===== config.mk =====
export PLATFORM = sky130hd
export DESIGN_NAME = timer_cmp_unit
export DESIGN_NICKNAME = d
export VERILOG_FILES = /design/src/rtl/tc_pkg.sv /design/src/rtl/tc_counter.sv /design/src/rtl/tc_wavegen.sv /design/src/rtl/tc_flags.sv /design/src/rtl/timer_cmp_unit.sv
export SDC_FILE = /design/constraint.sdc
export NUM_CORES = 1
export LEC_CHECK = 0
export BUFFER_PORTS_ARGS = -buffer_cell sky130_fd_sc_hd__buf_2
export CAP_MARGIN = 5
export CORE_UTILIZATION = 44
export DETAILED_ROUTE_END_ITERATION = 12
export PLACE_DENSITY = 0.75
export SYNTH_ARGS = -nofsm -noshare
export SYNTH_HDL_FRONTEND = slang
export SYNTH_SLANG_ARGS = --single-unit

===== constraint.sdc =====
create_clock -name clk -period 1.4 [get_ports clk]
set_clock_uncertainty 0.2 [all_clocks]
set_input_delay 0.14 -clock clk [delete_from_list [all_inputs] [get_ports clk]]
set_output_delay 0.14 -clock clk [all_outputs]
set_load 0.005 [all_outputs]

===== src/rtl/tc_pkg.sv =====
// Package: shared encodings for the timer/counter with compare output.
// Assumes: 2-bit action field and 3-bit mode field as in the brief.
package tc_pkg;
    typedef enum logic [1:0] {
        ACT_NONE   = 2'd0,
        ACT_TOGGLE = 2'd1,
        ACT_CLEAR  = 2'd2,
        ACT_SET    = 2'd3
    } pin_act_e;

    localparam logic [2:0] MODE_CLR_ON_CMP = 3'd2;
endpackage


===== src/rtl/tc_counter.sv =====
// Module: tc_counter
// The count register, the match detection, the match suppression that
// follows a bus load, and the wrap detection.
// Assumes: compare value is registered in the parent; clr_mode is static
// or changes only between ticks.
module tc_counter #(
    parameter int W = 8
) (
    input  logic         clk,
    input  logic         rst_n,
    input  logic         tick_en,
    input  logic         clr_mode,
    input  logic         load_we,
    input  logic [W-1:0] load_val,
    input  logic [W-1:0] cmp_val,
    output logic [W-1:0] count,
    output logic         match,
    output logic         wrap
);
    localparam logic [W-1:0] CNT_MAX = {W{1'b1}};

    logic [W-1:0] cnt_q;
    logic         blk_q;

    assign match = tick_en && !blk_q && (cnt_q == cmp_val);
    assign wrap  = tick_en && !load_we && (cnt_q == CNT_MAX);
    assign count = cnt_q;

    // Count register: load wins, else a tick clears on match or increments.
    always_ff @(posedge clk) begin
        if (!rst_n)                 cnt_q <= '0;
        else if (load_we)           cnt_q <= load_val;
        else if (tick_en) begin
            if (clr_mode && match)  cnt_q <= '0;
            else                    cnt_q <= cnt_q + 1'b1;
        end
    end

    // Suppression flag: armed by a load, dropped by the next tick.
    always_ff @(posedge clk) begin
        if (!rst_n)        blk_q <= 1'b0;
        else if (load_we)  blk_q <= 1'b1;
        else if (tick_en)  blk_q <= 1'b0;
    end

    a_r10_hold: assert property (@(posedge clk) disable iff (!rst_n)
        (!tick_en && !load_we) |=> $stable(cnt_q));
    a_r9_load: assert property (@(posedge clk) disable iff (!rst_n)
        load_we |=> (cnt_q == $past(load_val)));
    a_r9_suppress: assert property (@(posedge clk) disable iff (!rst_n)
        (load_we && !tick_en) |=> !match);
    a_r4_ctc_clear: assert property (@(posedge clk) disable iff (!rst_n)
        (clr_mode && match && !load_we) |=> (cnt_q == '0));
    a_r2_increment: assert property (@(posedge clk) disable iff (!rst_n)
        (tick_en && !load_we && !clr_mode) |=> (cnt_q == $past(cnt_q) + 1'b1));
endmodule


===== src/rtl/tc_wavegen.sv =====
// Module: tc_wavegen
// Holds the pin action field and drives the waveform pin on a match or
// a force strobe.
// Assumes: match and force are single-cycle qualifiers from the parent.
module tc_wavegen
    import tc_pkg::*;
(
    input  logic       clk,
    input  logic       rst_n,
    input  logic       act_we,
    input  logic [1:0] act_wdata,
    input  logic       match,
    input  logic       force_cmp,
    output logic       wave
);
    pin_act_e act_q;
    logic     wave_q;
    logic     wave_d;
    logic     fire;

    assign fire = match || force_cmp;
    assign wave = wave_q;

    // Action field: written by the bus, used from the next edge onward.
    always_ff @(posedge clk) begin
        if (!rst_n)       act_q <= ACT_NONE;
        else if (act_we)  act_q <= pin_act_e'(act_wdata);
    end

    // Next pin level for the current action.
    always_comb begin
        case (act_q)
            ACT_TOGGLE: wave_d = ~wave_q;
            ACT_CLEAR:  wave_d = 1'b0;
            ACT_SET:    wave_d = 1'b1;
            default:    wave_d = wave_q;
        endcase
    end

    // Pin register: changes only when a match or force fires.
    always_ff @(posedge clk) begin
        if (!rst_n)     wave_q <= 1'b0;
        else if (fire)  wave_q <= wave_d;
    end

    a_r7_quiet: assert property (@(posedge clk) disable iff (!rst_n)
        !fire |=> $stable(wave_q));
    a_r6_none: assert property (@(posedge clk) disable iff (!rst_n)
        (fire && act_q == ACT_NONE) |=> $stable(wave_q));
    a_r6_toggle: assert property (@(posedge clk) disable iff (!rst_n)
        (fire && act_q == ACT_TOGGLE) |=> (wave_q != $past(wave_q)));
    a_r6_set: assert property (@(posedge clk) disable iff (!rst_n)
        (fire && act_q == ACT_SET) |=> wave_q);
    a_r6_clear: assert property (@(posedge clk) disable iff (!rst_n)
        (fire && act_q == ACT_CLEAR) |=> !wave_q);
endmodule


===== src/rtl/tc_flags.sv =====
// Module: tc_flags
// Sticky overflow and compare flags, each with a write-one clear.
// Assumes: a set event wins over a clear on the same edge.
module tc_flags (
    input  logic clk,
    input  logic rst_n,
    input  logic wrap,
    input  logic match,
    input  logic clr_ovf,
    input  logic clr_cmp,
    output logic ovf_flag,
    output logic cmp_flag
);
    logic ovf_q;
    logic cmp_q;

    assign ovf_flag = ovf_q;
    assign cmp_flag = cmp_q;

    // Overflow flag: set by a wrap, cleared by a write-one strobe.
    always_ff @(posedge clk) begin
        if (!rst_n)        ovf_q <= 1'b0;
        else if (wrap)     ovf_q <= 1'b1;
        else if (clr_ovf)  ovf_q <= 1'b0;
    end

    // Compare flag: set by a match, cleared by a write-one strobe.
    always_ff @(posedge clk) begin
        if (!rst_n)        cmp_q <= 1'b0;
        else if (match)    cmp_q <= 1'b1;
        else if (clr_cmp)  cmp_q <= 1'b0;
    end

    a_r3_ovf_set: assert property (@(posedge clk) disable iff (!rst_n)
        wrap |=> ovf_q);
    a_r3_ovf_sticky: assert property (@(posedge clk) disable iff (!rst_n)
        (ovf_q && !clr_ovf) |=> ovf_q);
    a_r5_cmp_set: assert property (@(posedge clk) disable iff (!rst_n)
        match |=> cmp_q);
    a_r5_cmp_sticky: assert property (@(posedge clk) disable iff (!rst_n)
        (cmp_q && !clr_cmp) |=> cmp_q);
endmodule


===== src/rtl/timer_cmp_unit.sv =====
// Module: timer_cmp_unit (top)
// Timer/counter with one output-compare channel: holds the compare
// register and connects the counter, the waveform generator and the flags.
// Assumes: tick_en comes from an external prescaler; mode 2 selects
// clear-on-compare, every other mode value runs free.
module timer_cmp_unit
    import tc_pkg::*;
#(
    parameter int W = 8
) (
    input  logic         clk,
    input  logic         rst_n,
    input  logic         tick_en,
    input  logic [2:0]   mode_sel,
    input  logic         cnt_we,
    input  logic [W-1:0] cnt_wdata,
    input  logic         cmp_we,
    input  logic [W-1:0] cmp_wdata,
    input  logic         act_we,
    input  logic [1:0]   act_wdata,
    input  logic         force_cmp,
    input  logic         clr_ovf,
    input  logic         clr_cmp,
    output logic [W-1:0] cnt_o,
    output logic         wave_o,
    output logic         ovf_flag,
    output logic         cmp_flag
);
    logic [W-1:0] cmp_q;
    logic         clr_mode;
    logic         match;
    logic         wrap;

    assign clr_mode = (mode_sel == MODE_CLR_ON_CMP);

    // Compare register: bus-written.
    always_ff @(posedge clk) begin
        if (!rst_n)       cmp_q <= '0;
        else if (cmp_we)  cmp_q <= cmp_wdata;
    end

    tc_counter #(.W(W)) u_cnt (
        .clk      (clk),
        .rst_n    (rst_n),
        .tick_en  (tick_en),
        .clr_mode (clr_mode),
        .load_we  (cnt_we),
        .load_val (cnt_wdata),
        .cmp_val  (cmp_q),
        .count    (cnt_o),
        .match    (match),
        .wrap     (wrap)
    );

    tc_wavegen u_wave (
        .clk       (clk),
        .rst_n     (rst_n),
        .act_we    (act_we),
        .act_wdata (act_wdata),
        .match     (match),
        .force_cmp (force_cmp),
        .wave      (wave_o)
    );

    tc_flags u_flags (
        .clk      (clk),
        .rst_n    (rst_n),
        .wrap     (wrap),
        .match    (match),
        .clr_ovf  (clr_ovf),
        .clr_cmp  (clr_cmp),
        .ovf_flag (ovf_flag),
        .cmp_flag (cmp_flag)
    );

    a_r8_force_no_flag: assert property (@(posedge clk) disable iff (!rst_n)
        (force_cmp && !tick_en && !cmp_flag) |=> !cmp_flag);
    a_r8_force_no_clear: assert property (@(posedge clk) disable iff (!rst_n)
        (force_cmp && !tick_en && !cnt_we) |=> $stable(cnt_o));
endmodule


==> impl_results.md, run 1 <==
* Outcome: finished, violations left
* Violated checks: setup timing
* GP Congestion at 0.813
* Synth warn at 0
* First-pass iteration count of the detailed router at 4
* Area of the die at 2890 µm²
* Max-cap violations at 0
* Final worst slack at -0.162 ns
* Area of the multi-input gates at 820 µm²
* Final setup vio count at 10
* Initial antenna violation count at 0
* First-pass GRT wire length at 5580 µm
* Top cell type's share of synthesized area at 37.4%
* Routing usage on met2 at 51.0%
* Initial DRC count at 18
* Reg area at 475 µm²
* Core area at 2500 µm²
* Crit start category: register
* Setup Crit Path Kind: reg2reg
* Met3 Use GR at 4.24%
* H-tree levels at 1
* Core Util, Final at 80.2%
* Top Usage Layer GRT: met2
* Crit path arrival time at 1.56 ns
* Drt wl/cell at 16.7 µm
* Nets at 238
* Buffers added on ports at 40
* Num CTS Buffers at 3
* Total wire length at 3940 µm
* CTS Sinks at 22
* Slew headroom at 79.7%
* Leak at 0.855 nW
* Top post-synthesis cells by count: dfxtp_1, nor2_1, a21oi_1, mux2i_1, nor3b_1
* Max FO, Critical Path at 8
* DRC at 0
* PwrDens at 791 nW/µm²
* DP HPWL at 2320 µm
* Total gr overflow at 0
* Final Hold Vio Count at 0
* IO Count at 41
* Largest net degree at the start of global routing at 18
* Pwr Total at 1.59 mW
* Final instance area at 2000 µm²
* Die height at 53.7 µm
* Ant diodes at 0
* Post-DP Area at 1600 µm²
* Vias after detailed routing at 1326
* Pins Over Slew Limit at 0
* Die X at 53.7 µm
* Syn Inst Count at 124
* Sequential share of the synthesized area at 37.4%
* Dpl ws at -0.121 ns
* Number of synthesized flops with an enable pin at 0
* Top_reg_cell synth: dfxtp_1
* Top cell type by total area after synthesis: dfxtp_1
* Root Driver: clkbuf_4
* Row count at 18
* Post-route ant nets at 0
* M1 GR Usage at 30.4%
* Area contributors post-synth: dfxtp_1, mux2i_1, xnor2_2
* Worst-skew pair later-pin latency at 0.31 ns
* Peak supply drop at 0.000627 V
* Fmax at 640 MHz
* Gr usage total at 27.1%
* Slew @ Worst Pin at 0.304 ns
* Initial Utilization at 47.1%
* Vias in the first global route at 1246
* Period utilization at 112%
* CTS tree: done
* Critical path endpoint category: register
* Count leader, synth: dfxtp_1
* Area Overhead vs Synth at 70.2%
* Layout cells sized above 1 at 48.1%
* DR vias/cell at 5.62
* Ys async rst share at 0%
* Clk buf depth at 2
* Cell Area, Synth at 1180 µm²
* Post-synthesis cell type count at 31
* Reg clk slew, reported paths at 0.14 ns
* RSZ-0062 raised after global routing: yes
* Final min period at 1.56 ns
* Syn avg cell area at 9.49 µm²
* Flops & latches, synth at 22
* Number of filler cells placed in the layout at 150
* Post-synth net total at 155
* Critical path required time at 1.40 ns
* Hold Path Class: in2reg
* Fin Hold WS at 0.0277 ns
-- power breakdown --
| group | internal (mW) | switching (mW) | total [mW] |
|---|---|---|---|
| clock | 0.218 | 0.217 | 0.435 |
| combinational | 0.251 | 0.186 | 0.438 |
| sequential | 0.663 | 0.0496 | 0.713 |
| total | 1.13 | 0.453 | 1.59 |
-- path summary, 6_finish.rpt --
kind	end	from	cells past startpoint	slack [ns]
max	u_cnt.count[0]	u_cnt.count[3]	5	-0.16
min	u_cnt.blk_q	tick_en	4	0.03
max reg2reg	u_cnt.count[0]	u_cnt.count[3]	5	-0.16
min reg2reg	u_flags.cmp_flag	u_flags.cmp_flag	2	0.28
-- placed cells by master, fill, tap and decap left out, types with 3 or more instances in the layout --
cell            n
buf_2          39
dlygate4sd3_1  23
buf_4          16
nor2_1         15
a21oi_1        10
mux2i_1        10
nor3b_1         8
dfxtp_1         8
dfxtp_2         7
dfxtp_4         7
xnor2_2         6
buf_6           6
o32ai_1         5
nand2_1         3
inv_1           3
xor2_1          3
nand3_1         3
clkbuf_4        3
-- sequential cells by signal, indices dropped and copies added, names as in the netlist --
| register | cells |
|---|---|
| u_flags.ovf_flag | 1 |
| cmp_q | 8 |
| u_cnt.count | 8 |
| u_wave.act_q | 2 |
| u_cnt.blk_q | 1 |
| u_flags.cmp_flag | 1 |
| u_wave.wave | 1 |
-- per-layer routing --
metal	part of all wire [%]	wire (µm)
met3	5.3	210
met4	3.6	143
met1	38	1510
met2	53	2070
met5	0	0
-- logic make-up after synthesis --
kind of cell / synth area share [%]
AND/OR/NAND/NOR: 24.5
AO/OA/AOI/OAI: 13.3
flip-flops: 37.4
XOR/XNOR: 12.2
multiplexers: 8.50
buffers and inverters: 2.98
adder cells (fa/ha/maj): 1.06
-- timing repair --
item                                    CTS  global route
endpoints found under the hold margin    21             0
endpoints found under the setup margin   10            12
gates resized for setup                  13             8
setup buffers                             4             1
hold buffers                             23             0
pin swaps                                10             6
-- per-stage QoR --
| step | setup TNS, ns | std cells |
|---|---|---|
| 2_1_floorplan | -0.455 | 124 |
| 3_3_place_gp | -0.754 | 204 |
| 3_5_place_dp | -0.998 | 204 |
| 4_1_cts | -0.967 | 235 |
| 5_1_grt | -1.98 | 236 |
| 6_report | -1.29 | 236 |
-- critical path: stages, from the launching register on --
cell and delay [ns]:
dfxtp_4 0.40, xnor2_4 0.17, nand3_2 0.12, nor4_4 0.29, buf_6 0.18, o32ai_1 0.09
-- cell type report --
| class | instances | share of cell area, % |
|---|---|---|
| clock buffer | 4 | 2.37 |
| inverter | 3 | 0.562 |
| multi-input combinational | 93 | 40.9 |
| sequential | 22 | 23.7 |
| tap | 30 | 1.87 |
| timing repair buffer | 84 | 30.6 |
Power figures use the tool's default switching activity.
==> inputs of run 2 (changes only) <==
ABC_AREA = 1   (was not set)
HOLD_SLACK_MARGIN = 0.1   (was not set)
PLACE_DENSITY = 0.74   (was 0.75)
==> impl_results.md, run 2 <==
* RSZ-0062 raised after global routing: yes
* Num CTS Buffers at 3
* Total gr overflow at 0
* Core area at 2520 µm²
* Layout cells sized above 1 at 41.8%
* Critical path required time at 1.40 ns
* Commonest cells after routing, fill and taps aside: buf_2, dlygate4sd3_1, buf_4
* Crit start category: register
* Max-cap violations at 0
* CP dominant cell by count: nand2_1
* Worst-skew pair later-pin latency at 0.31 ns
* Fin cells at 274
* Die X at 54.2 µm
* Final worst slack at -0.110 ns
* Synth warn at 0
* Die height at 54.2 µm
* Slew headroom at 72.8%
* Crit-path max cell delay at 0.40 ns
* DR vias/cell at 4.93
* Area contributors post-synth: dfxtp_1, nand2_1, nor2_1
* Fin Hold WS at 0.177 ns
* Area Overhead vs Synth at 62.5%
* Top cell type by total area after synthesis: dfxtp_1
* Row count at 18
* First-pass iteration count of the detailed router at 4
* DRC at 0
* Post-route ant nets at 0
* First-pass GRT wire length at 5600 µm
* Sequential share of the synthesized area at 36.8%
* Number of synthesized flops with an enable pin at 0
* Final Hold Vio Count at 0
* Top_reg_cell synth: dfxtp_1
* Count leader, synth: dfxtp_1
* Initial antenna violation count at 0
* Gr usage total at 27.3%
* Flops & latches, synth at 22
* Buffers added on ports at 40
* IO Count at 41
* Hold Path Class: in2reg
* CTS tree: done
* DRT met1 WL at 1510 µm
* Root Driver: clkbuf_4
* Syn avg cell area at 7.63 µm²
* Crit-path slowest cell: dfxtp_4
* Largest net degree at the start of global routing at 13
* Final setup vio count at 11
* Peak supply drop at 0.000607 V
* Ant diodes at 0
* Initial Utilization at 47.5%
* Top cell type's share of synthesized area at 36.8%
* Highest Signal Layer: met4
* CTS Sinks at 22
* Clk buf depth at 2
* Placed cell count at 240
* Post-synth net total at 188
* Outcome: finished, violations left
* Crit path arrival time at 1.51 ns
* Leak at 0.922 nW
* Top post-synthesis cells by count: dfxtp_1, nand2_1, nor2_1, inv_1, a21oi_1
* Vias after detailed routing at 1352
* DP HPWL at 2340 µm
* Drt wl/cell at 12.8 µm
* Post-DP Area at 1570 µm²
* Slew @ Worst Pin at 0.407 ns
* Syn Inst Count at 157
* Post-synthesis cell type count at 29
* Pins Over Slew Limit at 0
* Reg clk slew, reported paths at 0.12 ns
* WL met3 at 121 µm
* GP Congestion at 0.831
* Area of the die at 2930 µm²
* PwrDens at 716 nW/µm²
* Fmax at 662 MHz
* Cell Area, Synth at 1200 µm²
* Ys async rst share at 0%
* Violated checks: setup timing
* Max FO, Critical Path at 8
* Initial DRC count at 30
* Period utilization at 108%
* Commonest non-fill, non-tap cell in the layout: buf_2
* Total wire length at 3520 µm
* Vias in the first global route at 1341
* Final instance area at 1950 µm²
* Nets at 276
* Critical path endpoint category: register
* Critical-path cell list: inv_2 -> nand2_1 -> nand2_1 -> clkinv_1 -> nand2_2 -> nor2_4 -> nand4_4 -> nand3b_1 -> a21oi_1
* Final min period at 1.51 ns
* H-tree levels at 1
* Setup Crit Path Kind: reg2reg
* Met2 WL post-DR at 1820 µm
[run 2: cell count changes after synthesis, moves of 6 or more]
cell,delta
nand2_1,+17
inv_1,+14
o21ai_0,+11
mux2i_1,-10
a22oi_1,+8
nor3b_1,-7
o32ai_1,-6
[run 2: layout make-up]
cell class              count  area (µm²)
multi-input cells         109         708
repair buffers             88         633
fillers                   201         577
flip-flops and latches     22         462
inverters                  21        78.8
well taps                  30        37.5
clock buffers               3        22.5
clock inverters             1        3.75
[run 2: worst paths after layout]
check	cells after the start	startpoint	to	slack [ns]
worst max-delay path	9	u_cnt.count[0]	u_cnt.count[3]	-0.11
worst min-delay path	5	tick_en	u_cnt.count[7]	0.18
worst max register to register	9	u_cnt.count[0]	u_cnt.count[3]	-0.11
worst min register to register	2	u_flags.cmp_flag	u_flags.cmp_flag	0.28
[run 2: repair_timing]
action | in CTS | in global routing
pin swaps | 6 | 7
endpoints found under the setup margin | 11 | 11
setup buffers | 1 | 0
endpoints found under the hold margin | 22 | 0
resized for setup | 9 | 10
hold buffers | 29 | 0
[run 2: logic make-up (layout without fill, tap and decap cells)]
logic type	after synthesis	count (layout)	share of synthesized area, %
AOI/OAI and AO/OA	35	35	17.2
xor gates and xnor gates	9	9	6.58
adders and majority gates	1	1	1.04
buffers and inverters	26	113	8.67
DFF	22	22	36.8
and+or+nand+nor	64	64	29.7
[run 2: worst max-delay path: cells and delay by family (launching register included)]
family / cells / cell delay, ns
flip-flops: 1 / 0.40
AND/OR/NAND/NOR: 6 / 0.63
AO/OA/AOI/OAI: 1 / 0.07
buffers and inverters: 2 / 0.10
[run 2: power by group]
| group | total, mW | switching, mW | leakage (nW) | internal [mW] |
|---|---|---|---|---|
| Combinational | 0.386 | 0.179 | 0.720 | 0.207 |
| Clock | 0.302 | 0.197 | 0.0154 | 0.104 |
| Sequential | 0.705 | 0.0404 | 0.186 | 0.665 |
| Total | 1.39 | 0.417 | 0.922 | 0.976 |
[run 2: per-layer routing]
metal,track usage [%],vias to the layer above
met1,31.7,618
met3,3.39,8
li1,-,687
met2,48.4,39
met5,0,-
met4,13.2,0
[run 2: per-stage QoR]
step / worst slack [ns] / TNS [ns] / util, % / power (mW)
final: -0.110 / -0.727 / 77.1 / 1.39
after global placement: -0.0638 / -0.257 / 62.2 / 1.00
after global routing: -0.201 / -1.78 / 77.1 / 1.48
after CTS: -0.0901 / -0.579 / 76.4 / 1.39
after detailed placement: -0.0949 / -0.668 / 62.2 / 1.02
after floorplan: 0.000275 / 0 / - / 0.885
==> inputs of run 3 (changes only) <==
CORE_UTILIZATION = 46   (was 44)
CTS_BUF_LIST = sky130_fd_sc_hd__clkbuf_4 sky130_fd_sc_hd__clkbuf_8   (was not set)
PLACE_DENSITY = 0.77   (was 0.74)
==> impl_results.md, run 3 (synthesized netlist as in run 2, its figures left out) <==
* Dpl ws at -0.0858 ns
* Worst Setup SP: u_cnt.count[0]
* Area of the die at 2810 µm²
* Fin cells at 272
* Critical path required time at 1.41 ns
* Total wire length at 3660 µm
* Period utilization at 111%
* Commonest cells after routing, fill and taps aside: buf_2, dlygate4sd3_1, buf_4
* Max-cap violations at 0
* Die X at 53.0 µm
* Crit-path slowest cell: dfxtp_4
* FF-to-FF Start: u_cnt.count[0]
* Peak supply drop at 0.000682 V
* Critical path endpoint category: register
* Highest Signal Layer: met4
* Post-route ant nets at 0
* Critical-path cell list: inv_2 -> nand2_1 -> nand2_1 -> clkinv_1 -> nand2_2 -> nor2_4 -> nand4_4 -> nand3b_1 -> a21oi_2
* Crit path arrival time at 1.56 ns
* Largest net degree at the start of global routing at 13
* IO Count at 41
* PwrDens at 732 nW/µm²
* Violated checks: setup timing
* RSZ-0062 raised after global routing: yes
* Crit-path max cell delay at 0.39 ns
* Pwr Total at 1.43 mW
* H-tree levels at 1
* First-pass iteration count of the detailed router at 4
* DR vias/cell at 5.07
* Hold path endpoint: u_flags.cmp_flag
* Hold Path Class: in2reg
* Drt wl/cell at 13.5 µm
* Initial DRC count at 33
* CP dominant cell by count: nand2_1
* DRT met1 WL at 1390 µm
* Gr usage total at 26.6%
* Worst-skew pair later-pin latency at 0.32 ns
* Row count at 18
* Bufs and invs on worst path at 2
* Leak at 0.902 nW
* WL met3 at 160 µm
* Met2 WL post-DR at 2010 µm
* Die height at 53.0 µm
* Delay-heaviest family, CP: simple AND/OR/NAND/NOR gates
* Fmax at 645 MHz
* Layout cells sized above 1 at 45.0%
* Hold Crit Start: tick_en
* Slew headroom at 70.3%
* CTS tree: done
* DRC at 0
* GP Congestion at 0.833
* R2R cell count at 9
* Area Overhead vs Synth at 62.8%
* Clk buf depth at 2
* Initial antenna violation count at 0
* Num CTS Buffers at 3
* Total gr overflow at 0
* Ant diodes at 0
* Worst Hold Depth at 8
* Reg area at 462 µm²
* Placed cell count at 239
* Core area at 2480 µm²
* DP HPWL at 2380 µm
* Slew @ Worst Pin at 0.446 ns
* Max FO, Critical Path at 8
* Initial Utilization at 48.3%
* Buffers added on ports at 40
* Vias in the first global route at 1298
* Commonest non-fill, non-tap cell in the layout: buf_2
* Nets at 274
* Number of filler cells placed in the layout at 158
* Crit start category: register
* Final min period at 1.55 ns
* Area of the multi-input gates at 726 µm²
* Vias after detailed routing at 1378
* Reg-to-reg critical path endpoint: u_cnt.count[3]
* Final worst slack at -0.151 ns
* CTS Sinks at 22
* Pins Over Slew Limit at 0
* Root Driver: clkbuf_4
* Final setup vio count at 11
* Final Hold Vio Count at 0
* First-pass GRT wire length at 5260 µm
* Setup Crit Path Kind: reg2reg
* R2R Setup Slk at -0.15 ns
* Outcome: finished, violations left
* Reg clk slew, reported paths at 0.12 ns
-- run 3: cell count changes in the layout (fill, tap and decap cells not counted), moves of 2 or more --
| cell | delta |
|---|---|
| inv_2 | +2 |
| nand3_1 | -2 |
| inv_1 | -2 |
| a21oi_2 | +2 |
| nand2_2 | +2 |
| a21oi_1 | -2 |
-- run 3: repair_timing --
item                       4_1_cts  5_1_grt
hold buffers                    28        0
setup endpoints to repair       10       11
pin swaps                        4        8
setup buffers                    0        1
hold endpoints to repair        22        0
gates resized for setup          8       17
-- run 3: layer usage --
metal,GRT usage [%],vias up
met4,17.1,0
met3,4.02,11
met2,48.9,49
met1,27.6,634
met5,0,-
li1,-,684
-- run 3: final cells by class --
type                            count  area share, %
Sequential cell                    22           23.7
Inverter                           21           4.04
Clock buffer                        4           1.54
Tap cell                           30           1.93
Multi-Input combinational cell    109           37.2
Timing Repair Buffer               86           31.6
-- run 3: worst max path at each step --
stage | endpoint | slack (ns) | cells past startpoint
3_3_place_gp | u_cnt.count[3] | -0.05 | 9
2_1_floorplan | u_cnt.count[3] | 0.0003 | 7
5_1_grt | u_cnt.count[3] | -0.21 | 9
6_report | u_cnt.count[3] | -0.15 | 9
4_1_cts | u_cnt.count[3] | -0.09 | 9
3_5_place_dp | u_cnt.count[3] | -0.09 | 9
-- run 3: where the power goes --
part	total, mW	internal (mW)	switching, mW
Clock	0.332	0.131	0.200
Sequential	0.706	0.665	0.0409
Combinational	0.389	0.203	0.186
-- run 3: metrics by stage --
stage / setup TNS [ns] / area (µm²) / utilization, % / hold WS, ns
after floorplan: 0 / 1220 / - / 0.0559
after global placement: -0.354 / 1560 / 63.0 / 0.160
after detailed placement: -0.689 / 1560 / 63.0 / 0.174
after CTS: -0.702 / 1900 / 76.6 / 0.126
after global routing: -1.53 / 1950 / 78.7 / 0.235
final: -1.06 / 1950 / 78.7 / 0.224
-- run 3: tightest hold or removal path: cells and delay by family --
family,cells,cell delay (ns)
simple gates,5,0.30
buf+inv,2,0.22
compound gates,1,0.05
